<file path="src/rtl/spi_dual_pkg.sv">
package spi_dual_pkg;

    typedef enum logic [1:0] {
        ST_IDLE  = 2'd0,
        ST_MLOW  = 2'd1,
        ST_MHIGH = 2'd2,
        ST_SACT  = 2'd3
    } eng_state_t;

    localparam logic [1:0] A_CTRL = 2'd0;
    localparam logic [1:0] A_STAT = 2'd1;
    localparam logic [1:0] A_DATA = 2'd2;
    localparam logic [1:0] A_DIV  = 2'd3;

    localparam int C_SWRST  = 0;
    localparam int C_MASTER = 1;
    localparam int C_FOUR   = 2;
    localparam int C_EN     = 3;
    localparam int C_RXIE   = 4;
    localparam int C_TXIE   = 5;

    localparam int S_RXRDY  = 0;
    localparam int S_TXEMP  = 1;
    localparam int S_OVR    = 2;
    localparam int S_FERR   = 3;

endpackage

</file>
<file path="src/rtl/spi_sync.sv">
module spi_sync #(
    parameter int W = 3,
    parameter int STAGES = 2,
    parameter logic [W-1:0] RST_VAL = '0
) (
    input  logic         clk,
    input  logic         rst_n,
    input  logic [W-1:0] d,
    output logic [W-1:0] q
);
    logic [STAGES-1:0][W-1:0] stg;

    always_ff @(posedge clk or negedge rst_n) begin
        if (!rst_n) begin
            for (int s = 0; s < STAGES; s++) stg[s] <= RST_VAL;
        end else begin
            stg[0] <= d;
            for (int s = 1; s < STAGES; s++) stg[s] <= stg[s-1];
        end
    end

    assign q = stg[STAGES-1];
endmodule

</file>
<file path="src/rtl/spi_engine.sv">
module spi_engine
    import spi_dual_pkg::*;
#(
    parameter int DATA_W = 8,
    parameter int DIV_W  = 8
) (
    input  logic              clk,
    input  logic              rst_n,
    input  logic              run,
    input  logic              master,
    input  logic              four_pin,
    input  logic [DIV_W-1:0]  div,
    input  logic              tx_valid,
    input  logic [DATA_W-1:0] tx_data,
    input  logic              ste_s,
    input  logic              sclk_s,
    input  logic              mosi_s,
    input  logic              miso_in,
    output logic              tx_take,
    output logic              rx_done,
    output logic [DATA_W-1:0] rx_data,
    output logic              frame_err,
    output logic              sclk_out,
    output logic              ser_out
);
    localparam int CNT_W = (DATA_W > 1) ? $clog2(DATA_W) : 1;
    localparam logic [CNT_W-1:0] LAST = CNT_W'(DATA_W - 1);

    eng_state_t        state, nxt;
    logic [DATA_W-1:0] shreg;
    logic [CNT_W-1:0]  bitcnt;
    logic [DIV_W-1:0]  divcnt;
    logic              samp;
    logic              sclk_d;

    logic sclk_rise, sclk_fall, half_done, last_bit, m_ok, s_sel, in_master;
    logic [DATA_W-1:0] shifted;

    assign sclk_rise = sclk_s & ~sclk_d;
    assign sclk_fall = ~sclk_s & sclk_d;
    assign half_done = (divcnt == div);
    assign last_bit  = (bitcnt == LAST);
    assign m_ok      = run & master & (~four_pin | ste_s);
    assign s_sel     = run & ~master & (~four_pin | ~ste_s);
    assign shifted   = {shreg[DATA_W-2:0], samp};
    assign in_master = (state == ST_MLOW) || (state == ST_MHIGH);

    // state register
    always_ff @(posedge clk or negedge rst_n) begin
        if (!rst_n) state <= ST_IDLE;
        else        state <= nxt;
    end

    // next state
    always_comb begin
        nxt = state;
        unique case (state)
            ST_IDLE: begin
                if (m_ok && tx_valid) nxt = ST_MLOW;
                else if (s_sel)       nxt = ST_SACT;
            end
            ST_MLOW: begin
                if (!m_ok)          nxt = ST_IDLE;
                else if (half_done) nxt = ST_MHIGH;
            end
            ST_MHIGH: begin
                if (!m_ok)                      nxt = ST_IDLE;
                else if (half_done && last_bit) nxt = ST_IDLE;
                else if (half_done)             nxt = ST_MLOW;
            end
            ST_SACT: begin
                if (!s_sel) nxt = ST_IDLE;
            end
        endcase
    end

    // outputs
    always_comb begin
        tx_take   = 1'b0;
        rx_done   = 1'b0;
        frame_err = 1'b0;
        sclk_out  = 1'b0;
        unique case (state)
            ST_IDLE: tx_take = m_ok & tx_valid;
            ST_MLOW: frame_err = run & master & four_pin & ~ste_s;
            ST_MHIGH: begin
                sclk_out  = 1'b1;
                frame_err = run & master & four_pin & ~ste_s;
                rx_done   = m_ok & half_done & last_bit;
            end
            ST_SACT: begin
                tx_take   = s_sel & tx_valid & (bitcnt == '0) & ~sclk_s & ~sclk_d;
                rx_done   = s_sel & sclk_fall & last_bit;
                frame_err = run & ~master & four_pin & ste_s & (bitcnt != '0);
            end
        endcase
    end

    assign rx_data = shifted;
    assign ser_out = shreg[DATA_W-1];

    // datapath
    always_ff @(posedge clk or negedge rst_n) begin
        if (!rst_n) begin
            shreg  <= '0;
            bitcnt <= '0;
            divcnt <= '0;
            samp   <= 1'b0;
            sclk_d <= 1'b0;
        end else begin
            sclk_d <= sclk_s;
            unique case (state)
                ST_IDLE: begin
                    divcnt <= '0;
                    bitcnt <= '0;
                    if (tx_take) shreg <= tx_data;
                end
                ST_MLOW: begin
                    if (half_done) begin
                        divcnt <= '0;
                        samp   <= miso_in;
                    end else begin
                        divcnt <= divcnt + 1'b1;
                    end
                end
                ST_MHIGH: begin
                    if (half_done) begin
                        divcnt <= '0;
                        shreg  <= shifted;
                        bitcnt <= last_bit ? '0 : bitcnt + 1'b1;
                    end else begin
                        divcnt <= divcnt + 1'b1;
                    end
                end
                ST_SACT: begin
                    if (!s_sel) begin
                        bitcnt <= '0;
                    end else if (tx_take) begin
                        shreg <= tx_data;
                    end else if (sclk_rise) begin
                        samp <= mosi_s;
                    end else if (sclk_fall) begin
                        shreg  <= shifted;
                        bitcnt <= last_bit ? '0 : bitcnt + 1'b1;
                    end
                end
            endcase
        end
    end

    // master states are only ever entered or held from master role
    p_mclk_role_r2: assert property (@(posedge clk) disable iff (!rst_n)
        in_master |-> $past(master));

    // the slave state is only reached from slave role
    p_slave_role_r6: assert property (@(posedge clk) disable iff (!rst_n)
        (state == ST_SACT) |-> $past(!master));

endmodule

</file>
<file path="src/rtl/spi_regs.sv">
module spi_regs
    import spi_dual_pkg::*;
#(
    parameter int BUS_W  = 8,
    parameter int DATA_W = 8,
    parameter int DIV_W  = 8
) (
    input  logic              clk,
    input  logic              rst_n,
    input  logic              reg_wr,
    input  logic              reg_rd,
    input  logic [1:0]        reg_addr,
    input  logic [BUS_W-1:0]  reg_wdata,
    output logic [BUS_W-1:0]  reg_rdata,
    output logic              swrst,
    output logic              master,
    output logic              four_pin,
    output logic              mod_en,
    output logic [DIV_W-1:0]  div,
    output logic              tx_valid,
    output logic [DATA_W-1:0] tx_data,
    input  logic              tx_take,
    input  logic              rx_done,
    input  logic [DATA_W-1:0] rx_data,
    input  logic              frame_err,
    output logic              irq_rx,
    output logic              irq_tx
);
    logic rxie, txie, rx_ready, tx_empty, ovr, ferr;
    logic [DATA_W-1:0] rx_buf;
    logic wr_ctrl, wr_stat, wr_data, wr_div, rd_data;

    assign wr_ctrl = reg_wr && (reg_addr == A_CTRL);
    assign wr_stat = reg_wr && (reg_addr == A_STAT);
    assign wr_data = reg_wr && (reg_addr == A_DATA);
    assign wr_div  = reg_wr && (reg_addr == A_DIV);
    assign rd_data = reg_rd && (reg_addr == A_DATA);

    always_ff @(posedge clk or negedge rst_n) begin
        if (!rst_n) begin
            swrst    <= 1'b1;
            master   <= 1'b0;
            four_pin <= 1'b0;
            mod_en   <= 1'b0;
            rxie     <= 1'b0;
            txie     <= 1'b0;
            rx_ready <= 1'b0;
            tx_empty <= 1'b1;
            ovr      <= 1'b0;
            ferr     <= 1'b0;
            div      <= '0;
            tx_data  <= '0;
            rx_buf   <= '0;
        end else begin
            if (wr_ctrl) begin
                swrst    <= reg_wdata[C_SWRST];
                master   <= reg_wdata[C_MASTER];
                four_pin <= reg_wdata[C_FOUR];
                mod_en   <= reg_wdata[C_EN];
                rxie     <= reg_wdata[C_RXIE];
                txie     <= reg_wdata[C_TXIE];
            end
            if (wr_div) div <= reg_wdata[DIV_W-1:0];
            if (wr_stat) begin
                if (reg_wdata[S_OVR])  ovr  <= 1'b0;
                if (reg_wdata[S_FERR]) ferr <= 1'b0;
            end
            if (frame_err) ferr <= 1'b1;
            if (rd_data) rx_ready <= 1'b0;
            if (rx_done) begin
                rx_buf   <= rx_data;
                rx_ready <= 1'b1;
                if (rx_ready && !rd_data) ovr <= 1'b1;
            end
            if (tx_take) tx_empty <= 1'b1;
            if (wr_data && !swrst) begin
                tx_data  <= reg_wdata[DATA_W-1:0];
                tx_empty <= 1'b0;
            end
            if (swrst) begin
                rxie     <= 1'b0;
                txie     <= 1'b0;
                rx_ready <= 1'b0;
                ovr      <= 1'b0;
                ferr     <= 1'b0;
                tx_empty <= 1'b1;
            end
        end
    end

    assign tx_valid = ~tx_empty;
    assign irq_rx   = rx_ready & rxie;
    assign irq_tx   = tx_empty & txie;

    always_comb begin
        reg_rdata = '0;
        unique case (reg_addr)
            A_CTRL: begin
                reg_rdata[C_SWRST]  = swrst;
                reg_rdata[C_MASTER] = master;
                reg_rdata[C_FOUR]   = four_pin;
                reg_rdata[C_EN]     = mod_en;
                reg_rdata[C_RXIE]   = rxie;
                reg_rdata[C_TXIE]   = txie;
            end
            A_STAT: begin
                reg_rdata[S_RXRDY] = rx_ready;
                reg_rdata[S_TXEMP] = tx_empty;
                reg_rdata[S_OVR]   = ovr;
                reg_rdata[S_FERR]  = ferr;
            end
            A_DATA: reg_rdata = BUS_W'(rx_buf);
            A_DIV:  reg_rdata = BUS_W'(div);
        endcase
    end

    // unread byte overwritten -> overrun
    p_overrun_r8: assert property (@(posedge clk) disable iff (!rst_n)
        (rx_done && rx_ready && !rd_data) |=> ovr);

    // soft reset forces flag values
    p_swrst_flags_r9: assert property (@(posedge clk) disable iff (!rst_n)
        swrst |=> (tx_empty && !rx_ready && !ovr && !ferr && !rxie && !txie));

    // enable-pin abort always recorded
    p_ferr_set_r10: assert property (@(posedge clk) disable iff (!rst_n)
        frame_err |=> ferr);

    // byte moved to the shifter frees the buffer
    p_take_empty_r12: assert property (@(posedge clk) disable iff (!rst_n)
        (tx_take && !wr_data) |=> tx_empty);

endmodule

</file>
<file path="src/rtl/spi_dual_port.sv">
module spi_dual_port
    import spi_dual_pkg::*;
#(
    parameter int DATA_W      = 8,
    parameter int DIV_W       = 8,
    parameter int SYNC_STAGES = 2
) (
    input  logic       clk,
    input  logic       rst_n,
    input  logic       reg_wr,
    input  logic       reg_rd,
    input  logic [1:0] reg_addr,
    input  logic [7:0] reg_wdata,
    output logic [7:0] reg_rdata,
    output logic       irq_rx,
    output logic       irq_tx,
    input  logic       sclk_in,
    output logic       sclk_out,
    output logic       sclk_oe,
    input  logic       mosi_in,
    output logic       mosi_out,
    output logic       mosi_oe,
    input  logic       miso_in,
    output logic       miso_out,
    output logic       miso_oe,
    input  logic       ste_in
);
    localparam int BUS_W = 8;

    logic              swrst, master, four_pin, mod_en, run;
    logic [DIV_W-1:0]  div;
    logic              tx_valid, tx_take, rx_done, frame_err, ser_out;
    logic [DATA_W-1:0] tx_data, rx_data;
    logic [2:0]        pins_s;

    assign run = mod_en & ~swrst;

    spi_sync #(.W(3), .STAGES(SYNC_STAGES), .RST_VAL(3'b100)) u_sync (
        .clk   (clk),
        .rst_n (rst_n),
        .d     ({ste_in, sclk_in, mosi_in}),
        .q     (pins_s)
    );

    spi_regs #(.BUS_W(BUS_W), .DATA_W(DATA_W), .DIV_W(DIV_W)) u_regs (
        .clk       (clk),
        .rst_n     (rst_n),
        .reg_wr    (reg_wr),
        .reg_rd    (reg_rd),
        .reg_addr  (reg_addr),
        .reg_wdata (reg_wdata),
        .reg_rdata (reg_rdata),
        .swrst     (swrst),
        .master    (master),
        .four_pin  (four_pin),
        .mod_en    (mod_en),
        .div       (div),
        .tx_valid  (tx_valid),
        .tx_data   (tx_data),
        .tx_take   (tx_take),
        .rx_done   (rx_done),
        .rx_data   (rx_data),
        .frame_err (frame_err),
        .irq_rx    (irq_rx),
        .irq_tx    (irq_tx)
    );

    spi_engine #(.DATA_W(DATA_W), .DIV_W(DIV_W)) u_engine (
        .clk       (clk),
        .rst_n     (rst_n),
        .run       (run),
        .master    (master),
        .four_pin  (four_pin),
        .div       (div),
        .tx_valid  (tx_valid),
        .tx_data   (tx_data),
        .ste_s     (pins_s[2]),
        .sclk_s    (pins_s[1]),
        .mosi_s    (pins_s[0]),
        .miso_in   (miso_in),
        .tx_take   (tx_take),
        .rx_done   (rx_done),
        .rx_data   (rx_data),
        .frame_err (frame_err),
        .sclk_out  (sclk_out),
        .ser_out   (ser_out)
    );

    // pad direction: master drives clock and data-out unless released by
    // the enable pin in 4-pin mode; slave drives data-out only when selected
    assign sclk_oe  = mod_en & master & ~(four_pin & ~ste_in);
    assign mosi_oe  = mod_en & master & ~(four_pin & ~ste_in);
    assign miso_oe  = mod_en & ~master & ~(four_pin & ste_in);
    assign mosi_out = ser_out;
    assign miso_out = ser_out;

    // the two roles never drive the bus together
    p_oe_exclusive_r3: assert property (@(posedge clk) disable iff (!rst_n)
        !(miso_oe && (mosi_oe || sclk_oe)));

endmodule

</file>
<file path="config.mk">
export PLATFORM = sky130hd
export DESIGN_NAME = spi_dual_port
export DESIGN_NICKNAME = d
export VERILOG_FILES = /design/src/rtl/spi_dual_pkg.sv /design/src/rtl/spi_sync.sv /design/src/rtl/spi_engine.sv /design/src/rtl/spi_regs.sv /design/src/rtl/spi_dual_port.sv
export SDC_FILE = /design/constraint.sdc
export NUM_CORES = 1
export LEC_CHECK = 0
export BUFFER_PORTS_ARGS = -buffer_cell sky130_fd_sc_hd__buf_2
export CORE_MARGIN = 2
export CORE_UTILIZATION = 64
export DETAILED_ROUTE_END_ITERATION = 12
export GPL_TIMING_DRIVEN = 0
export PLACE_DENSITY = 0.85
export SYNTH_ARGS = -nofsm -noshare
export SYNTH_HDL_FRONTEND = slang
export SYNTH_HIERARCHICAL = 1
export SYNTH_SLANG_ARGS = --single-unit
</file>
<file path="constraint.sdc">
create_clock -name clk -period 3.6 [get_ports clk]
set_input_delay 0.72 -clock clk [delete_from_list [all_inputs] [get_ports clk]]
set_output_delay 0.72 -clock clk [all_outputs]
set_load 0.05 [all_outputs]
</file>
## Word-level counts from Yosys, hierarchy flattened

Cells that the tools add are included.
W data, S select, Z words.

| operators by class | value |
|---|---|
| $add $sub $neg | 2 |
| equality and inequality tests | 23 |
| mux-type cells | 56 |
| bitwise gates (word level) | 41 |
| reductions and logical operators | 29 |

Operator list:

| cell | count |
|---|---|
| $mux W8 | 7 |
| $and A1 B1 Y1 | 29 |
| $mux W1 | 24 |
| $pmux W8 S3 | 1 |
| $mux W3 | 6 |
| $reduce_bool A3 Y1 | 6 |
| $mux W2 | 8 |
| $pmux W4 S4 | 1 |
| $pmux W8 S2 | 1 |
| $not A1 Y1 | 10 |
| $reduce_and A5 Y1 | 2 |
| $logic_and A1 B1 Y1 | 9 |
| $ne A3 B2 Y1 const B | 3 |
| $ne A3 B3 Y1 const B | 3 |
| $pmux W3 S3 | 1 |
| $add A8 B1 Y8 const B | 1 |
| $eq A2 B2 Y1 const B | 4 |
| $eq A8 B8 Y1 | 1 |
| $ne A2 B1 Y1 const B | 4 |
| $pmux W1 S2 | 4 |
| $pmux W2 S4 | 1 |
| $ne A2 B2 Y1 const B | 3 |
| $pmux W2 S3 | 1 |
| $reduce_and A6 Y1 | 1 |
| 14 further kinds | 20 |

| word-level totals | value |
|---|---|
| register bits after elaboration | 63 |
| bits of input ports | 18 |
| output and inout port bits | 16 |
| word-level logic and storage cells | 172 |

## Depth between registers and ports, before layout

Gate-level depths: netlist of the first run.

| logic depth | value |
|---|---|
| depth in word-level cells | 12 |
| mapped depth | 10 |
| gate-level depth less buffers | 9 |

## Hierarchy

The synthesis of the first run kept the hierarchy.

By module, submodules not included:

| module | instances | cells each | area each (µm²) | seq. area each (µm²) |
|---|---|---|---|---|
| spi_engine | 1 | 184 | 1719.1 | 575.6 |
| spi_regs | 1 | 105 | 1611.5 | 853.3 |
| spi_sync | 1 | 9 | 175.2 | 152.6 |
| spi_dual_port | 1 | 8 | 51.3 | 0.0 |

## Least setup slack after synthesis of the first run

OpenSTA, ideal clock, no wires.

| path | value |
|---|---|
| path kind | input to output |
| start | input reg_addr[0] |
| end | output reg_rdata[7] |
| data arrival time | 1779 ps |
| slack | 1101 ps |
| stages on the path | 4 |
| path buffers | 2 |
| cells stage by stage | buf_6 -> buf_12 -> mux2i_1 -> nor2b_1 |

| between the ends | value |
|---|---|
| longest elaborated chain between the ends | 2 |
| elaborated cells between the ends (all ways) | 3 |
| those cells by class | eq/ne (2); mux (1) |

Ends and longest elaborated chain:

| what | line | source |
|---|---|---|
| from (decl) | spi_dual_port.sv:12 | `input logic [1:0] reg_addr,` |
| $eq A2 B2 Y1 | spi_regs.sv:97 | `unique case (reg_addr)` |
| $pmux W2 S2 * | spi_regs.sv:97 |  |
| to (decl) | spi_dual_port.sv:14 | `output logic [7:0] reg_rdata,` |

Mark *: on every way between the ends. The rest lies on a longest branch, timed or not.

## Final worst setup path of the first run

| path | value |
|---|---|
| start | register u_engine.state[0] |
| end | register u_engine.shreg[5] |

| between the ends | value |
|---|---|
| longest elaborated chain between the ends | 5 |
| elaborated cells between the ends (all ways) | 14 |
| those cells by class | eq/ne (7); mux (4); reduce/logical (3) |

Ends and longest elaborated chain:

| what | line | source |
|---|---|---|
| from (decl) | spi_engine.sv:29 | `eng_state_t state, nxt;` |
| from (signal assigned) | spi_engine.sv:51 | `else state <= nxt;` |
| $eq A2 B2 Y1 / $logic_not A2 Y1 (equally long branches) | spi_engine.sv:83, spi_engine.sv:112 |  |
| $pmux W1 S2 | spi_engine.sv:83 | `unique case (state)` |
| $mux W8 | spi_engine.sv:138 | `end else if (tx_take) begin` |
| $mux W8 | spi_engine.sv:136 | `if (!s_sel) begin` |
| $pmux W8 S3 | spi_engine.sv:112 | `unique case (state)` |
| to (signal assigned) | spi_engine.sv:116 | `if (tx_take) shreg <= tx_data;` |
| to (signal assigned) | spi_engine.sv:139 | `shreg <= tx_data;` |
| to (signal assigned) | spi_engine.sv:143 | `shreg <= shifted;` |
| to (decl) | spi_engine.sv:30 | `logic [DATA_W-1:0] shreg;` |

Several ways; a longest one is shown, not always the timed one. The select of a mux whose other input is x is not followed.
A chain may end at the register's enable or synchronous reset.

==> results of run 1 <==
-- sequential cells by signal, summed over array words and instances (netlist names), 2 cells and up --
name	flops
u_regs/rx_buf	8
u_engine/state	2
u_engine/bitcnt	3
u_regs/tx_data	8
u_regs/div	8
u_engine/divcnt	8
u_sync/stg	3
u_engine/shreg	8
u_sync/q	3
-- logic make-up (layout without fill, tap and decap cells) --
family | after synthesis | after routing | share of synthesized area (%)
flops | 63 | 63 | 44.5
compound gates | 53 | 53 | 11.8
simple gates | 83 | 83 | 13.6
buf+inv | 33 | 80 | 5.28
fa+ha+maj | 9 | 9 | 3.17
xor+xnor | 14 | 14 | 3.45
mux | 51 | 51 | 18.3
-- through the flow --
| step | instances | worst slack (ns) | power (mW) | cell area, sq um |
|---|---|---|---|---|
| 2_1_floorplan | 306 | 1.10 | 1.87 | 3560 |
| 3_3_place_gp | 410 | 0.840 | 2.08 | 3810 |
| 3_5_place_dp | 410 | 0.820 | 2.13 | 3810 |
| 4_1_cts | 425 | 0.794 | 2.71 | 3990 |
| 5_1_grt | 425 | 0.633 | 2.87 | 3990 |
| 6_report | 425 | 0.762 | 2.72 | 3990 |
-- routing by layer --
layer  up-vias  share of wire, %  track usage (%)
met2       141                46             43.0
met1      1300                43             37.8
met5         -                 0                0
li1       1201                 -                -
met4         0               3.7             16.5
met3        31               7.3             4.71
-- area by class of cell --
type | instances | area, sq um | share of cell area, %
inverters | 14 | 52.6 | 1.32
plain buffers | 19 | 135 | 3.38
well taps | 72 | 90.1 | 2.26
flip-flops and latches | 63 | 1580 | 39.6
clock inverters | 3 | 17.5 | 0.439
repair buffers | 32 | 163 | 4.07
clock buffers | 12 | 165 | 4.14
multi-input cells | 210 | 1790 | 44.8
-- worst max-delay path: stages, from the launching register on --
cell                        delay [ns]
sky130_fd_sc_hd__dfrtp_1          0.42
sky130_fd_sc_hd__inv_1            0.09
sky130_fd_sc_hd__ha_1             0.38
sky130_fd_sc_hd__nor2b_2          0.22
sky130_fd_sc_hd__nand3_2          0.22
sky130_fd_sc_hd__o211a_1          0.30
sky130_fd_sc_hd__a2111oi_4        0.68
sky130_fd_sc_hd__mux2_2           0.41
-- cell usage after synthesis (all sizes together) (2+ instances only) --
cell and number:
dfrtp 59, mux2 42, nand2 16, nor2 15, inv 14, buf 12, nor2b 10, xnor2 10
ha 9, o211ai 9, a22oi 8, nand2b 8, nand3 8, o2111ai 8, clkbuf 7, mux2i 5
nor3 5, a21oi 4, and2 4, dfstp 4, mux4 4, o21ai 4, xor2 4, a211oi 3
a31oi 3, and4b 3, nand4 3, o21a 3, a22o 2, nand3b 2, nand4b 2, o22ai 2
-- power groups by stage --
stage	Combinational, mW	Sequential [mW]	Clock, mW
after global routing	1.20	1.06	0.608
final	1.10	1.05	0.572
after global placement	1.04	1.04	0
after detailed placement	1.08	1.05	0
after CTS	1.09	1.04	0.576
after floorplan	0.860	1.01	0
-- worst max-delay path by stage --
| stage | start | to | slack, ns | cells past startpoint |
|---|---|---|---|---|
| global placement | u_engine/state[0] | u_engine/shreg[4] | 0.84 | 7 |
| floorplan | reg_addr[0] | reg_rdata[7] | 1.10 | 4 |
| global route | u_engine/state[0] | u_engine/shreg[5] | 0.63 | 7 |
| finish | u_engine/state[0] | u_engine/shreg[5] | 0.76 | 7 |
| detailed placement | u_engine/state[0] | u_engine/shreg[1] | 0.82 | 7 |
| CTS | u_engine/state[0] | u_engine/shreg[5] | 0.79 | 7 |
==> flow_summary.html, run 1 <==
<table>
<tr><th>Metric</th><th>Value</th></tr>
<tr><th colspan="2">Run status</th></tr>
<tr><td>Result of the run</td><td>completed</td></tr>
<tr><th colspan="2">Setup path</th></tr>
<tr><td>Worst Reg2Reg Path Length in Cells</td><td>7</td></tr>
<tr><td>Endpoint type of the worst setup path</td><td>register</td></tr>
<tr><td>R2r startpoint</td><td>u_engine/state[0]</td></tr>
<tr><td>Reg2Reg Capture Point</td><td>u_engine/shreg[5]</td></tr>
<tr><td>Kind of start point of the critical path</td><td>register</td></tr>
<tr><td>CP Max Fanout</td><td>10</td></tr>
<tr><td>R2r setup slk</td><td>0.76 ns</td></tr>
<tr><td>Worst endpoint data arrival time</td><td>3.08 ns</td></tr>
<tr><td>WS Path Type</td><td>register to register</td></tr>
<tr><td>Required @ worst endpoint</td><td>roughly 3.8 ns</td></tr>
<tr><th colspan="2">Yosys</th></tr>
<tr><td>Synth Net Count</td><td>333</td></tr>
<tr><td>Share of synthesized area occupied by flip-flops and latches</td><td>44.5%</td></tr>
<tr><td>Share of synthesized flip-flops with an asynchronous set or reset</td><td>100%</td></tr>
<tr><td>Number of unique standard cell types used by synthesis</td><td>55</td></tr>
<tr><td>Cell types occupying the most area after synthesis</td><td>sky130_fd_sc_hd__dfrtp_1, sky130_fd_sc_hd__mux2_2, sky130_fd_sc_hd__mux2_4</td></tr>
<tr><td>Yosys warnings</td><td>6</td></tr>
<tr><td>Cell accounting for the most synthesized area</td><td>sky130_fd_sc_hd__dfrtp_1</td></tr>
<tr><td>FF+latch count, synth</td><td>63</td></tr>
<tr><td>Synthesized instance count</td><td>~310</td></tr>
<tr><td>Netlist area before placement</td><td>3560 sq um</td></tr>
<tr><td>Post-synthesis area per instance</td><td>11.6 sq um</td></tr>
<tr><td>Count of flip-flops with a built-in enable after synthesis</td><td>0</td></tr>
<tr><td>Fraction of synthesized cell area taken by the top area cell type</td><td>41.5%</td></tr>
<tr><td>Top_reg_cell synth</td><td>sky130_fd_sc_hd__dfrtp_1</td></tr>
<tr><th colspan="2">Floorplan</th></tr>
<tr><td>DIE WIDTH</td><td>roughly 79 microns</td></tr>
<tr><td>Initial core utilization</td><td>65.4%</td></tr>
<tr><td>Std-Cell Core Area</td><td>5440 sq um</td></tr>
<tr><td>Count of standard-cell rows</td><td>27</td></tr>
<tr><td>Io pins</td><td>34</td></tr>
<tr><td>Die area</td><td>6170 sq um</td></tr>
<tr><td>Die H</td><td>78.6 microns</td></tr>
<tr><th colspan="2">Route</th></tr>
<tr><td>Wire length reported by the detailed router</td><td>8090 microns</td></tr>
<tr><td>Iteration count of the initial detailed-routing pass</td><td>5</td></tr>
<tr><td>DRT iter0 DRCs</td><td>302</td></tr>
<tr><td>Number of nets still failing antenna checks after routing</td><td>0</td></tr>
<tr><td>Via count</td><td>roughly 2700</td></tr>
<tr><td>Vias/cell</td><td>6.29</td></tr>
<tr><td>Post-route DRC violation count</td><td>0</td></tr>
<tr><td>DR WL/cell</td><td>between 15 and 20 microns</td></tr>
<tr><th colspan="2">Clock tree</th></tr>
<tr><td>Clock slew at reported path FFs</td><td>about 0.07 ns</td></tr>
<tr><td>Worst-case clock buffer depth</td><td>2</td></tr>
<tr><td>Max H-tree Level</td><td>3</td></tr>
<tr><td>Post-cts gate resize count</td><td>0</td></tr>
<tr><td>TritonCTS clock tree</td><td>yes</td></tr>
<tr><td>Number of hold-repair buffers added at the cts stage</td><td>0</td></tr>
<tr><td>CTS Sinks</td><td>63</td></tr>
<tr><td>Clock Latency Late Sink</td><td>0.36 ns</td></tr>
<tr><td>Post-CTS setup buffer count</td><td>0</td></tr>
<tr><td>CTS Root Cell</td><td>sky130_fd_sc_hd__clkbuf_8</td></tr>
<tr><td>Number of buffers created by CTS</td><td>9</td></tr>
<tr><th colspan="2">STA</th></tr>
<tr><td>Highest achievable clock rate</td><td>about 350 MHz</td></tr>
<tr><td>Share of the cycle needed by the critical path after routing</td><td>78.8%</td></tr>
<tr><td>Worst-Margin Slew</td><td>just under 0.8 ns</td></tr>
<tr><td>Setup clock skew after layout</td><td>about 0.012 ns</td></tr>
<tr><td>Count of final max-slew check failures</td><td>0</td></tr>
<tr><td>Crit path time final</td><td>~2.8 ns</td></tr>
<tr><td>Final number of hold-violating endpoints</td><td>0</td></tr>
<tr><td>Setup tns final</td><td>0 ns</td></tr>
<tr><td>Headroom to the max-slew limit</td><td>between 40% and 50%</td></tr>
<tr><td>Final Hold Slack</td><td>0.352 ns</td></tr>
<tr><td>Setup repair after global routing missed its margin</td><td>false</td></tr>
<tr><td>Final setup viols</td><td>0</td></tr>
<tr><th colspan="2">Layout</th></tr>
<tr><td>Most frequent cells in the layout</td><td>sky130_fd_sc_hd__dfrtp_1, sky130_fd_sc_hd__mux2_2, sky130_fd_sc_hd__buf_2</td></tr>
<tr><td>Final design utilization</td><td>around 73%</td></tr>
<tr><td>Count of antenna diodes in the layout</td><td>0</td></tr>
<tr><td>Count of nets after finishing</td><td>~380</td></tr>
<tr><td>Most frequent standard cell in the layout excluding fill and tap cells</td><td>sky130_fd_sc_hd__dfrtp_1</td></tr>
<tr><td>Filler Cells Inserted</td><td>380</td></tr>
<tr><td>Synthesis-to-layout area growth</td><td>12.2%</td></tr>
<tr><td>Layout cell share with drive strength beyond 1</td><td>32.6%</td></tr>
<tr><th colspan="2">Global routing</th></tr>
<tr><td>Vias in the first global route</td><td>about 2600</td></tr>
<tr><td>Antenna violations before repair</td><td>0</td></tr>
<tr><td>Global-route wire length before repair</td><td>roughly 13000 microns</td></tr>
<tr><td>Final global-route overflow total</td><td>0</td></tr>
<tr><td>Global routing usage summed across all routing layers</td><td>28.1%</td></tr>
<tr><td>Pin count of the biggest net entering global routing</td><td>64</td></tr>
<tr><th colspan="2">Pwr</th></tr>
<tr><td>Clk network pwr share</td><td>21.0%</td></tr>
<tr><td>Share of total power in combinational logic</td><td>40.6%</td></tr>
<tr><td>Internal power of the cells</td><td>1.66 mW</td></tr>
<tr><td>Sequential cell fraction of total power</td><td>a little under two fifths</td></tr>
<tr><td>Leakage power total</td><td>1.79 nW</td></tr>
<tr><td>Power spent charging and discharging nets</td><td>1.07 mW</td></tr>
<tr><td>Worst vdd rail ir drop</td><td>0.393 mV</td></tr>
<tr><td>Total power per unit cell area</td><td>682 nW/um^2</td></tr>
<tr><td>Switch share</td><td>between 30% and 40%</td></tr>
<tr><th colspan="2">Min path</th></tr>
<tr><td>Capture endpoint of the worst hold path</td><td>u_sync/q[0]</td></tr>
<tr><td>Kind of path behind the tightest hold check</td><td>register to register</td></tr>
<tr><td>Hold Path Stages</td><td>0</td></tr>
<tr><td>Startpoint of the lowest-slack hold path</td><td>u_sync/stg[0]</td></tr>
<tr><th colspan="2">Placed design</th></tr>
<tr><td>Port Buf Inserts</td><td>32</td></tr>
<tr><td>Routability congestion estimate</td><td>between 0.8 and 0.9</td></tr>
<tr><td>Estimated wirelength of the detail-placed design</td><td>~5600 microns</td></tr>
<tr><th colspan="2">Run</th></tr>
<tr><td>Maxcap violations</td><td>0</td></tr>
</table>
No activity file was read; power rests on OpenSTA's default activity.
==> run 2, diff against run 1 <==
ABC_AREA = 1   (was not set)
CORE_UTILIZATION = 54   (was 64)
PLACE_DENSITY = 0.77   (was 0.85)
clock period = 2.6 ns   (was 3.6 ns; I/O delays follow)
==> run 2 against run 1 <==
Maximum frequency increased by 19%. Global-route usage decreased by 3.1 points. First-iteration DRC count decreased by 35%. Clock skew decreased by 0.0045 ns. Combinational power increased by 32%. Utilization decreased by 9.5 points. Critical endpoint is now u_regs/rx_buf[5].
==> flow_summary.html, run 2 <==
<table>
<tr><th>Metric</th><th>Value</th></tr>
<tr><th colspan="2">Yosys</th></tr>
<tr><td>Fraction of synthesized cell area taken by the top area cell type</td><td>40.9% (-0.56 points)</td></tr>
<tr><td>Cell accounting for the most synthesized area</td><td>sky130_fd_sc_hd__dfrtp_1</td></tr>
<tr><td>Yosys warnings</td><td>6 (unchanged)</td></tr>
<tr><td>Count of flip-flops with a built-in enable after synthesis</td><td>0 (unchanged)</td></tr>
<tr><td>Top_reg_cell synth</td><td>sky130_fd_sc_hd__dfrtp_1</td></tr>
<tr><td>Post-synth top cells</td><td>sky130_fd_sc_hd__nand2_1, sky130_fd_sc_hd__inv_1, sky130_fd_sc_hd__dfrtp_1</td></tr>
<tr><td>Share of synthesized area occupied by flip-flops and latches</td><td>43.9% (-0.60 points)</td></tr>
<tr><td>Number of unique standard cell types used by synthesis</td><td>36 (-35%)</td></tr>
<tr><td>Netlist area before placement</td><td>3610 sq um (+1.4%)</td></tr>
<tr><td>Synthesized-area fraction occupied by and/or/nand/nor cells</td><td>30.2% (+17 points)</td></tr>
<tr><td>Cell types occupying the most area after synthesis</td><td>sky130_fd_sc_hd__dfrtp_1, sky130_fd_sc_hd__nand2_1, sky130_fd_sc_hd__inv_1</td></tr>
<tr><td>Post-Synth Adder-Cell Area</td><td>3.12% (-0.043 points)</td></tr>
<tr><td>Synth Net Count</td><td>489 (+47%)</td></tr>
<tr><td>FF+latch count, synth</td><td>63 (unchanged)</td></tr>
<tr><td>Proportion of synthesized area in mux cells</td><td>0% (-18 points)</td></tr>
<tr><td>Share of synthesized flip-flops with an asynchronous set or reset</td><td>100% (unchanged)</td></tr>
<tr><td>Combinational family with the most area after synthesis</td><td>simple AND/OR/NAND/NOR gates</td></tr>
<tr><td>Complex-gate fraction of the synthesized area</td><td>9.51% (-2.3 points)</td></tr>
<tr><td>Cell with the most instances after synthesis</td><td>sky130_fd_sc_hd__nand2_1</td></tr>
<tr><td>Post-synthesis area per instance</td><td>7.81 sq um (-33%)</td></tr>
<tr><td>Xor and xnor fraction of the mapped netlist area</td><td>3.40% (-0.047 points)</td></tr>
<tr><td>Synthesized instance count</td><td>462 (+51%)</td></tr>
<tr><th colspan="2">Pwr</th></tr>
<tr><td>Worst vdd rail ir drop</td><td>0.655 mV (+67%)</td></tr>
<tr><td>Internal power of the cells</td><td>2.15 mW (+30%)</td></tr>
<tr><td>Switch share</td><td>41.7% (+2.5 points)</td></tr>
<tr><td>Leakage power total</td><td>2.14 nW (+20%)</td></tr>
<tr><td>Power spent charging and discharging nets</td><td>1.54 mW (+44%)</td></tr>
<tr><td>Total power per unit cell area</td><td>904 nW/um^2 (+33%)</td></tr>
<tr><td>Clk network pwr share</td><td>24.2% (+3.2 points)</td></tr>
<tr><td>Share of total power in combinational logic</td><td>39.2% (-1.4 points)</td></tr>
<tr><td>Sequential cell fraction of total power</td><td>36.5% (-1.9 points)</td></tr>
<tr><th colspan="2">Layout</th></tr>
<tr><td>Most frequent cells in the layout</td><td>sky130_fd_sc_hd__nand2_1, sky130_fd_sc_hd__inv_1, sky130_fd_sc_hd__dfrtp_1</td></tr>
<tr><td>Synthesis-to-layout area growth</td><td>13.2%</td></tr>
<tr><td>Count of nets after finishing</td><td>533 (+42%)</td></tr>
<tr><td>Most frequent standard cell in the layout excluding fill and tap cells</td><td>sky130_fd_sc_hd__nand2_1</td></tr>
<tr><td>Count of antenna diodes in the layout</td><td>0 (unchanged)</td></tr>
<tr><td>Layout cell share with drive strength beyond 1</td><td>20.7% (-12 points)</td></tr>
<tr><th colspan="2">Clock tree</th></tr>
<tr><td>Max H-tree Level</td><td>3 (unchanged)</td></tr>
<tr><td>CTS Sinks</td><td>63 (unchanged)</td></tr>
<tr><td>Number of buffers created by CTS</td><td>9 (unchanged)</td></tr>
<tr><td>TritonCTS clock tree</td><td>yes</td></tr>
<tr><td>Number of hold-repair buffers added at the cts stage</td><td>0 (unchanged)</td></tr>
<tr><td>Post-CTS setup buffer count</td><td>0 (unchanged)</td></tr>
<tr><td>Post-cts gate resize count</td><td>0 (unchanged)</td></tr>
<tr><td>CTS Root Cell</td><td>sky130_fd_sc_hd__clkbuf_8</td></tr>
<tr><td>Worst-case clock buffer depth</td><td>2 (unchanged)</td></tr>
<tr><td>Clock slew at reported path FFs</td><td>0.07 ns (about the same)</td></tr>
<tr><td>Clock Latency Late Sink</td><td>0.35 ns (about the same)</td></tr>
<tr><th colspan="2">STA</th></tr>
<tr><td>Final setup viols</td><td>0 (unchanged)</td></tr>
<tr><td>Final Hold Slack</td><td>0.239 ns (-0.114 ns)</td></tr>
<tr><td>Setup tns final</td><td>0 ns (unchanged)</td></tr>
<tr><td>Final number of hold-violating endpoints</td><td>0 (unchanged)</td></tr>
<tr><td>Share of the cycle needed by the critical path after routing</td><td>91.6% (+13 points)</td></tr>
<tr><td>Headroom to the max-slew limit</td><td>47.5% (-1.1 points)</td></tr>
<tr><td>Count of final max-slew check failures</td><td>0 (unchanged)</td></tr>
<tr><td>Worst-Margin Slew</td><td>0.787 ns (+0.0158 ns)</td></tr>
<tr><td>Highest achievable clock rate</td><td>420 MHz (+19%)</td></tr>
<tr><td>Setup repair after global routing missed its margin</td><td>false</td></tr>
<tr><td>Setup clock skew after layout</td><td>0.00720 ns (-0.00448 ns)</td></tr>
<tr><td>Crit path time final</td><td>2.38 ns (-0.457 ns)</td></tr>
<tr><th colspan="2">Global routing</th></tr>
<tr><td>Final global-route overflow total</td><td>0 (unchanged)</td></tr>
<tr><td>Global-route wire length before repair</td><td>14500 microns (+10%)</td></tr>
<tr><td>Antenna violations before repair</td><td>0 (unchanged)</td></tr>
<tr><td>Vias in the first global route</td><td>3114 (+19%)</td></tr>
<tr><td>Global routing usage summed across all routing layers</td><td>25.0% (-3.1 points)</td></tr>
<tr><td>Pin count of the biggest net entering global routing</td><td>64 (unchanged)</td></tr>
<tr><th colspan="2">Route</th></tr>
<tr><td>DR WL/cell</td><td>14.0 microns (-26%)</td></tr>
<tr><td>Iteration count of the initial detailed-routing pass</td><td>5 (unchanged)</td></tr>
<tr><td>Vias/cell</td><td>5.25 (-16%)</td></tr>
<tr><td>Number of nets still failing antenna checks after routing</td><td>0 (unchanged)</td></tr>
<tr><td>Wire length reported by the detailed router</td><td>8230 microns (+1.8%)</td></tr>
<tr><td>Via count</td><td>3089 (+16%)</td></tr>
<tr><td>Post-route DRC violation count</td><td>0 (unchanged)</td></tr>
<tr><td>DRT iter0 DRCs</td><td>196 (-35%)</td></tr>
<tr><th colspan="2">Run</th></tr>
<tr><td>Maxcap violations</td><td>0 (unchanged)</td></tr>
<tr><th colspan="2">Floorplan</th></tr>
<tr><td>Initial core utilization</td><td>56.5% (-8.9 points)</td></tr>
<tr><td>DIE WIDTH</td><td>85.7 microns (+9.1%)</td></tr>
<tr><td>Count of standard-cell rows</td><td>29 (+7.4%)</td></tr>
<tr><td>Io pins</td><td>34 (unchanged)</td></tr>
<tr><td>Std-Cell Core Area</td><td>6390 sq um (+17%)</td></tr>
<tr><td>Die H</td><td>85.7 microns (+9.1%)</td></tr>
<tr><td>Die area</td><td>7350 sq um (+19%)</td></tr>
<tr><th colspan="2">Placed design</th></tr>
<tr><td>Estimated wirelength of the detail-placed design</td><td>6090 microns (+9.0%)</td></tr>
<tr><td>Routability congestion estimate</td><td>0.936 (+5.0%)</td></tr>
<tr><td>Port Buf Inserts</td><td>33 (+3.1%)</td></tr>
<tr><th colspan="2">Setup path</th></tr>
<tr><td>Critical path's largest stage delay</td><td>0.43 ns (-0.25 ns)</td></tr>
<tr><td>Worst endpoint data arrival time</td><td>2.63 ns (-0.45 ns)</td></tr>
<tr><td>Endpoint type of the worst setup path</td><td>register</td></tr>
<tr><td>WS Path Type</td><td>register to register</td></tr>
<tr><td>Required @ worst endpoint</td><td>2.85 ns (-0.99 ns)</td></tr>
<tr><td>Worst path slowest cell</td><td>sky130_fd_sc_hd__dfrtp_1</td></tr>
<tr><td>Kind of start point of the critical path</td><td>register</td></tr>
<tr><td>Ordered cell list for the critical path</td><td>inv_1 -&gt; ha_1 -&gt; clkbuf_1 -&gt; o21ai_0 -&gt; a21oi_2 -&gt; clkbuf_1 -&gt; nand2_1 -&gt; o21ai_0</td></tr>
<tr><td>CP Max Fanout</td><td>10 (unchanged)</td></tr>
<tr><th colspan="2">Min path</th></tr>
<tr><td>Kind of path behind the tightest hold check</td><td>input pin to asynchronous set/reset pin</td></tr>
<tr><th colspan="2">Run status</th></tr>
<tr><td>Result of the run</td><td>completed</td></tr>
</table>
==> run 2: cell types whose count changed after synthesis, sizes merged, moves of 7 or more <==
cell and delta:
inv +51, a21oi +8, nor2 +10, o2111ai -8
nand2 +153, nand2b -8, nor2b -10, nand4 +7
a22oi -8, o21ai +31, o211ai -7, nand3 +27
mux2 -42
==> run 2: per-layer routing <==
| layer | track usage (%) | wire length, microns | part of all wire, % | vias up |
|---|---|---|---|---|
| li1 | - | - | - | 1526 |
| met1 | 31.9 | 3700 | 45 | 1471 |
| met2 | 42.8 | 4090 | 50 | 79 |
| met3 | 3.85 | 302 | 3.7 | 13 |
| met4 | 9.81 | 138 | 1.7 | 0 |
| met5 | 0 | 0 | 0 | - |
==> run 2: cells by family (layout without fill, tap and decap cells) <==
| group | count (synthesis) | count (layout) |
|---|---|---|
| AND/OR/NAND/NOR | 242 | 242 |
| buffers and inverters | 81 | 130 |
| flip-flops | 63 | 63 |
| AO/OA/AOI/OAI | 53 | 53 |
| XOR/XNOR | 14 | 14 |
| adder cells (fa/ha/maj) | 9 | 9 |
==> run 2: worst paths after layout <==
| kind | from | to | slack, ns | cells past startpoint |
|---|---|---|---|---|
| worst min register to register | u_sync/stg[0] | u_sync/q[0] | 0.35 | 0 |
| max in group asynchronous | rst_n | u_regs/tx_data[2] | 1.82 | 1 |
| worst max register to register | u_engine/state[0] | u_regs/rx_buf[5] | 0.22 | 8 |
| worst min-delay path | rst_n | u_regs/div[3] | 0.24 | 1 |
| min in group clk | mosi_in | u_sync/stg[0] | 0.27 | 1 |
| worst max-delay path | u_engine/state[0] | u_regs/rx_buf[5] | 0.22 | 8 |
==> run 2: critical path: cells and delay by family, from the launching register on <==
family	cells	cell delay, ns
buf+inv	3	0.85
compound gates	3	0.61
flops	1	0.43
fa+ha+maj	1	0.25
simple gates	1	0.13
==> run 2: layout make-up <==
cell class                      instances  area, sq um
Fill cell                             569         2300
Multi-Input combinational cell        318         1670
Sequential cell                        63         1580
Inverter                               66          250
Clock buffer                           13          169
Timing Repair Buffer                   33          168
Buffer                                 15          108
Tap cell                               77         96.3
Clock inverter                          3         40.0
==> run 2: stage by stage <==
step / instances / setup WS, ns / total power, mW / util [%] / cell area (sq um)
floorplan: 462 / 0.223 / 2.44 / - / 3610
global placement: 572 / 0.185 / 2.75 / 60.6 / 3870
detailed placement: 572 / 0.135 / 2.79 / 60.6 / 3870
CTS: 588 / 0.107 / 3.70 / 63.8 / 4080
global route: 588 / 0.00767 / 3.97 / 63.9 / 4080
finish: 588 / 0.219 / 3.69 / 63.9 / 4080
==> run 2: power groups by stage <==
stage | registers (mW) | clock network, mW | logic [mW]
6_report | 1.35 | 0.894 | 1.45
5_1_grt | 1.37 | 0.952 | 1.64
3_5_place_dp | 1.36 | 0 | 1.43
3_3_place_gp | 1.36 | 0 | 1.39
4_1_cts | 1.35 | 0.914 | 1.44
2_1_floorplan | 1.32 | 0 | 1.12
==> run 3, diff against run 2 <==
REMOVE_ABC_BUFFERS = 1   (was not set)
==> run 3 against run 2 <==
Total power increased by 0.59%. Critical path type is now register to primary output. Utilization fell by 1.2 points. Largest cell class unchanged. Global-route usage shrank 0.88 points. Maximum frequency rose by 4.6%. Sequential cell count is the same. Setup slack improved by 0.11 ns. Count of clock-buffer cells in the layout fell by 2. First-iteration DRC count is the same.
==> flow_summary.html, run 3 (synthesis gave the netlist of run 2 again) <==
<table>
<tr><th>Metric</th><th>Value</th></tr>
<tr><th colspan="2">Run status</th></tr>
<tr><td>Result of the run</td><td>completed</td></tr>
<tr><th colspan="2">Placed design</th></tr>
<tr><td>Instance count after placement with tap cells included</td><td>558 (-2.4%)</td></tr>
<tr><td>Estimated wirelength of the detail-placed design</td><td>5820 microns (-4.4%)</td></tr>
<tr><td>Port Buf Inserts</td><td>33 (unchanged)</td></tr>
<tr><td>Routability congestion estimate</td><td>0.864 (-7.7%)</td></tr>
<tr><td>Cell area after placement</td><td>3780 sq um (-2.3%)</td></tr>
<tr><th colspan="2">Setup path</th></tr>
<tr><td>Worst endpoint data arrival time</td><td>1.76 ns (-0.87 ns)</td></tr>
<tr><td>Critical path's largest stage delay</td><td>0.51 ns (+0.08 ns)</td></tr>
<tr><td>Kind of start point of the critical path</td><td>register</td></tr>
<tr><td>WS Path Type</td><td>register to primary output</td></tr>
<tr><td>CP delay by family, top</td><td>adder cells</td></tr>
<tr><td>Ordered cell list for the critical path</td><td>inv_1 -&gt; ha_1 -&gt; buf_2</td></tr>
<tr><td>Required @ worst endpoint</td><td>2.08 ns (-0.77 ns)</td></tr>
<tr><td>Endpoint type of the worst setup path</td><td>primary output</td></tr>
<tr><td>Worst path slowest cell</td><td>sky130_fd_sc_hd__ha_1</td></tr>
<tr><td>Crit path buf inv count</td><td>2 (-1)</td></tr>
<tr><td>CP Max Fanout</td><td>14 (+4)</td></tr>
<tr><th colspan="2">Pwr</th></tr>
<tr><td>Worst vdd rail ir drop</td><td>0.714 mV (+9.0%)</td></tr>
<tr><td>Leakage power total</td><td>2.08 nW (-2.8%)</td></tr>
<tr><td>Total power per unit cell area</td><td>926 nW/um^2 (+2.4%)</td></tr>
<tr><td>Sequential cell fraction of total power</td><td>36.3% (-0.2 points)</td></tr>
<tr><td>Share of total power in combinational logic</td><td>38.1% (-1.1 points)</td></tr>
<tr><td>Clk network pwr share</td><td>25.6% (+1.4 points)</td></tr>
<tr><td>Internal power of the cells</td><td>2.17 mW (+0.96%)</td></tr>
<tr><td>Power spent charging and discharging nets</td><td>1.54 mW (about the same)</td></tr>
<tr><td>Switch share</td><td>41.5% (-0.22 points)</td></tr>
<tr><th colspan="2">Layout</th></tr>
<tr><td>Count of placed standard cells in the final layout, fillers left out</td><td>574 (-2.4%)</td></tr>
<tr><td>Area of all sequential standard cells</td><td>1580 sq um (unchanged)</td></tr>
<tr><td>Post-Layout Inst Area</td><td>4010 sq um (-1.8%)</td></tr>
<tr><td>Filler Cells Inserted</td><td>570 (+0.18%)</td></tr>
<tr><td>Layout cell share with drive strength beyond 1</td><td>19.1% (-1.6 points)</td></tr>
<tr><td>Final design utilization</td><td>62.8% (-1.2 points)</td></tr>
<tr><td>Count of nets after finishing</td><td>519 (-2.6%)</td></tr>
<tr><td>Count of antenna diodes in the layout</td><td>0 (unchanged)</td></tr>
<tr><td>Most frequent standard cell in the layout excluding fill and tap cells</td><td>sky130_fd_sc_hd__nand2_1</td></tr>
<tr><td>Synthesis-to-layout area growth</td><td>11.2%</td></tr>
<tr><td>Most frequent cells in the layout</td><td>sky130_fd_sc_hd__nand2_1, sky130_fd_sc_hd__inv_1, sky130_fd_sc_hd__dfrtp_1</td></tr>
<tr><td>Area taken by multi-input logic gates</td><td>1670 sq um (+0.15%)</td></tr>
<tr><th colspan="2">Global routing</th></tr>
<tr><td>Vias in the first global route</td><td>2985 (-4.1%)</td></tr>
<tr><td>Global routing usage summed across all routing layers</td><td>24.1% (-0.88 points)</td></tr>
<tr><td>Pin count of the biggest net entering global routing</td><td>38 (-41%)</td></tr>
<tr><td>Antenna violations before repair</td><td>0 (unchanged)</td></tr>
<tr><td>Met2 global-route usage</td><td>38.4% (-4.3 points)</td></tr>
<tr><td>Final global-route overflow total</td><td>0 (unchanged)</td></tr>
<tr><td>Global-route wire length before repair</td><td>13800 microns (-4.3%)</td></tr>
<tr><td>Met3 capacity usage during global routing</td><td>5.58% (+1.7 points)</td></tr>
<tr><td>Met1 capacity usage during global routing</td><td>31.4% (-0.53 points)</td></tr>
<tr><td>Most Crowded Layer GR</td><td>met2</td></tr>
<tr><th colspan="2">Route</th></tr>
<tr><td>Number of nets still failing antenna checks after routing</td><td>0 (unchanged)</td></tr>
<tr><td>DRT iter0 DRCs</td><td>196 (unchanged)</td></tr>
<tr><td>Via count</td><td>3014 (-2.4%)</td></tr>
<tr><td>DR WL/cell</td><td>13.9 microns (-0.70%)</td></tr>
<tr><td>Vias/cell</td><td>5.25 (about the same)</td></tr>
<tr><td>Post-route DRC violation count</td><td>0 (unchanged)</td></tr>
<tr><td>Wire length reported by the detailed router</td><td>7980 microns (-3.1%)</td></tr>
<tr><td>Iteration count of the initial detailed-routing pass</td><td>5 (unchanged)</td></tr>
<tr><th colspan="2">Clock tree</th></tr>
<tr><td>CTS Sinks</td><td>63 (unchanged)</td></tr>
<tr><td>Max H-tree Level</td><td>3 (unchanged)</td></tr>
<tr><td>TritonCTS clock tree</td><td>yes</td></tr>
<tr><td>Number of buffers created by CTS</td><td>9 (unchanged)</td></tr>
<tr><td>Clock Latency Late Sink</td><td>0.35 ns (about the same)</td></tr>
<tr><td>CTS Root Cell</td><td>sky130_fd_sc_hd__clkbuf_8</td></tr>
<tr><td>Number of hold-repair buffers added at the cts stage</td><td>0 (unchanged)</td></tr>
<tr><td>Worst-case clock buffer depth</td><td>2 (unchanged)</td></tr>
<tr><td>Clock slew at reported path FFs</td><td>0.07 ns (about the same)</td></tr>
<tr><th colspan="2">Run</th></tr>
<tr><td>Maxcap violations</td><td>0 (unchanged)</td></tr>
<tr><th colspan="2">Floorplan</th></tr>
<tr><td>DIE WIDTH</td><td>85.7 microns (unchanged)</td></tr>
<tr><td>Initial core utilization</td><td>56.5% (unchanged)</td></tr>
<tr><td>Count of standard-cell rows</td><td>29 (unchanged)</td></tr>
<tr><td>Std-Cell Core Area</td><td>6390 sq um (unchanged)</td></tr>
<tr><td>Die area</td><td>7350 sq um (unchanged)</td></tr>
<tr><td>Die H</td><td>85.7 microns (unchanged)</td></tr>
<tr><td>Io pins</td><td>34 (unchanged)</td></tr>
<tr><th colspan="2">Min path</th></tr>
<tr><td>Kind of path behind the tightest hold check</td><td>input pin to asynchronous set/reset pin</td></tr>
<tr><th colspan="2">STA</th></tr>
<tr><td>Crit path time final</td><td>2.28 ns (-0.105 ns)</td></tr>
<tr><td>Final number of hold-violating endpoints</td><td>0 (unchanged)</td></tr>
<tr><td>Headroom to the max-slew limit</td><td>58.7% (+11 points)</td></tr>
<tr><td>Count of final max-slew check failures</td><td>0 (unchanged)</td></tr>
<tr><td>Setup tns final</td><td>0 ns (unchanged)</td></tr>
<tr><td>Share of the cycle needed by the critical path after routing</td><td>87.5% (-4.0 points)</td></tr>
<tr><td>Worst-Margin Slew</td><td>0.619 ns (-0.168 ns)</td></tr>
<tr><td>Setup clock skew after layout</td><td>0.00790 ns (+0.000699 ns)</td></tr>
<tr><td>Final setup viols</td><td>0 (unchanged)</td></tr>
<tr><td>Setup repair after global routing missed its margin</td><td>false</td></tr>
<tr><td>Highest achievable clock rate</td><td>439 MHz (+4.6%)</td></tr>
</table>
-- run 3: final timing paths --
| check | startpoint | end | slack, ns | cells past startpoint |
|---|---|---|---|---|
| max | u_engine/state[0] | sclk_out | 0.32 | 3 |
| min | rst_n | u_engine/divcnt[1] | 0.18 | 1 |
| max reg2reg | u_engine/state[0] | u_regs/rx_buf[3] | 0.34 | 8 |
| min reg2reg | u_sync/stg[1] | u_sync/q[1] | 0.35 | 0 |
| max in group asynchronous | rst_n | u_regs/tx_empty | 1.74 | 2 |
| min in group clk | mosi_in | u_sync/stg[0] | 0.28 | 1 |
-- run 3: metal layers --
layer,part of all wire (%),vias to the layer above
li1,-,1500
met1,45,1388
met3,6.8,16
met5,0,-
met2,47,110
met4,1.7,0
-- run 3: power by group through the flow --
stage / registers, mW / logic, mW / clock network [mW]
2_1_floorplan: 1.35 / 1.05 / 0
3_3_place_gp: 1.36 / 1.35 / 0
3_5_place_dp: 1.36 / 1.39 / 0
4_1_cts: 1.35 / 1.40 / 0.974
5_1_grt: 1.37 / 1.60 / 1.00
6_report: 1.35 / 1.41 / 0.951
-- run 3: cell type report --
class	count	share of cell area, %
Clock buffer	11	3.53
Clock inverter	5	2.03
Inverter	66	6.24
Multi-Input combinational cell	318	41.7
Sequential cell	63	39.5
Tap cell	77	2.40
Timing Repair Buffer	34	4.62
-- run 3: metrics by stage --
stage                     total power [mW]  setup slack, ns  hold slack, ns
final                                 3.71            0.324           0.182
after global routing                  3.98           0.0929           0.225
after global placement                2.70           -0.207           0.333
after CTS                             3.72            0.115           0.193
after detailed placement              2.75           -0.192           0.341
after floorplan                       2.40            0.223           0.224
-- run 3: repair_timing --
item / CTS / global route
resized for setup: 1 / 1
endpoints found under the setup margin: 10 / 8
setup buffers: 0 / 0
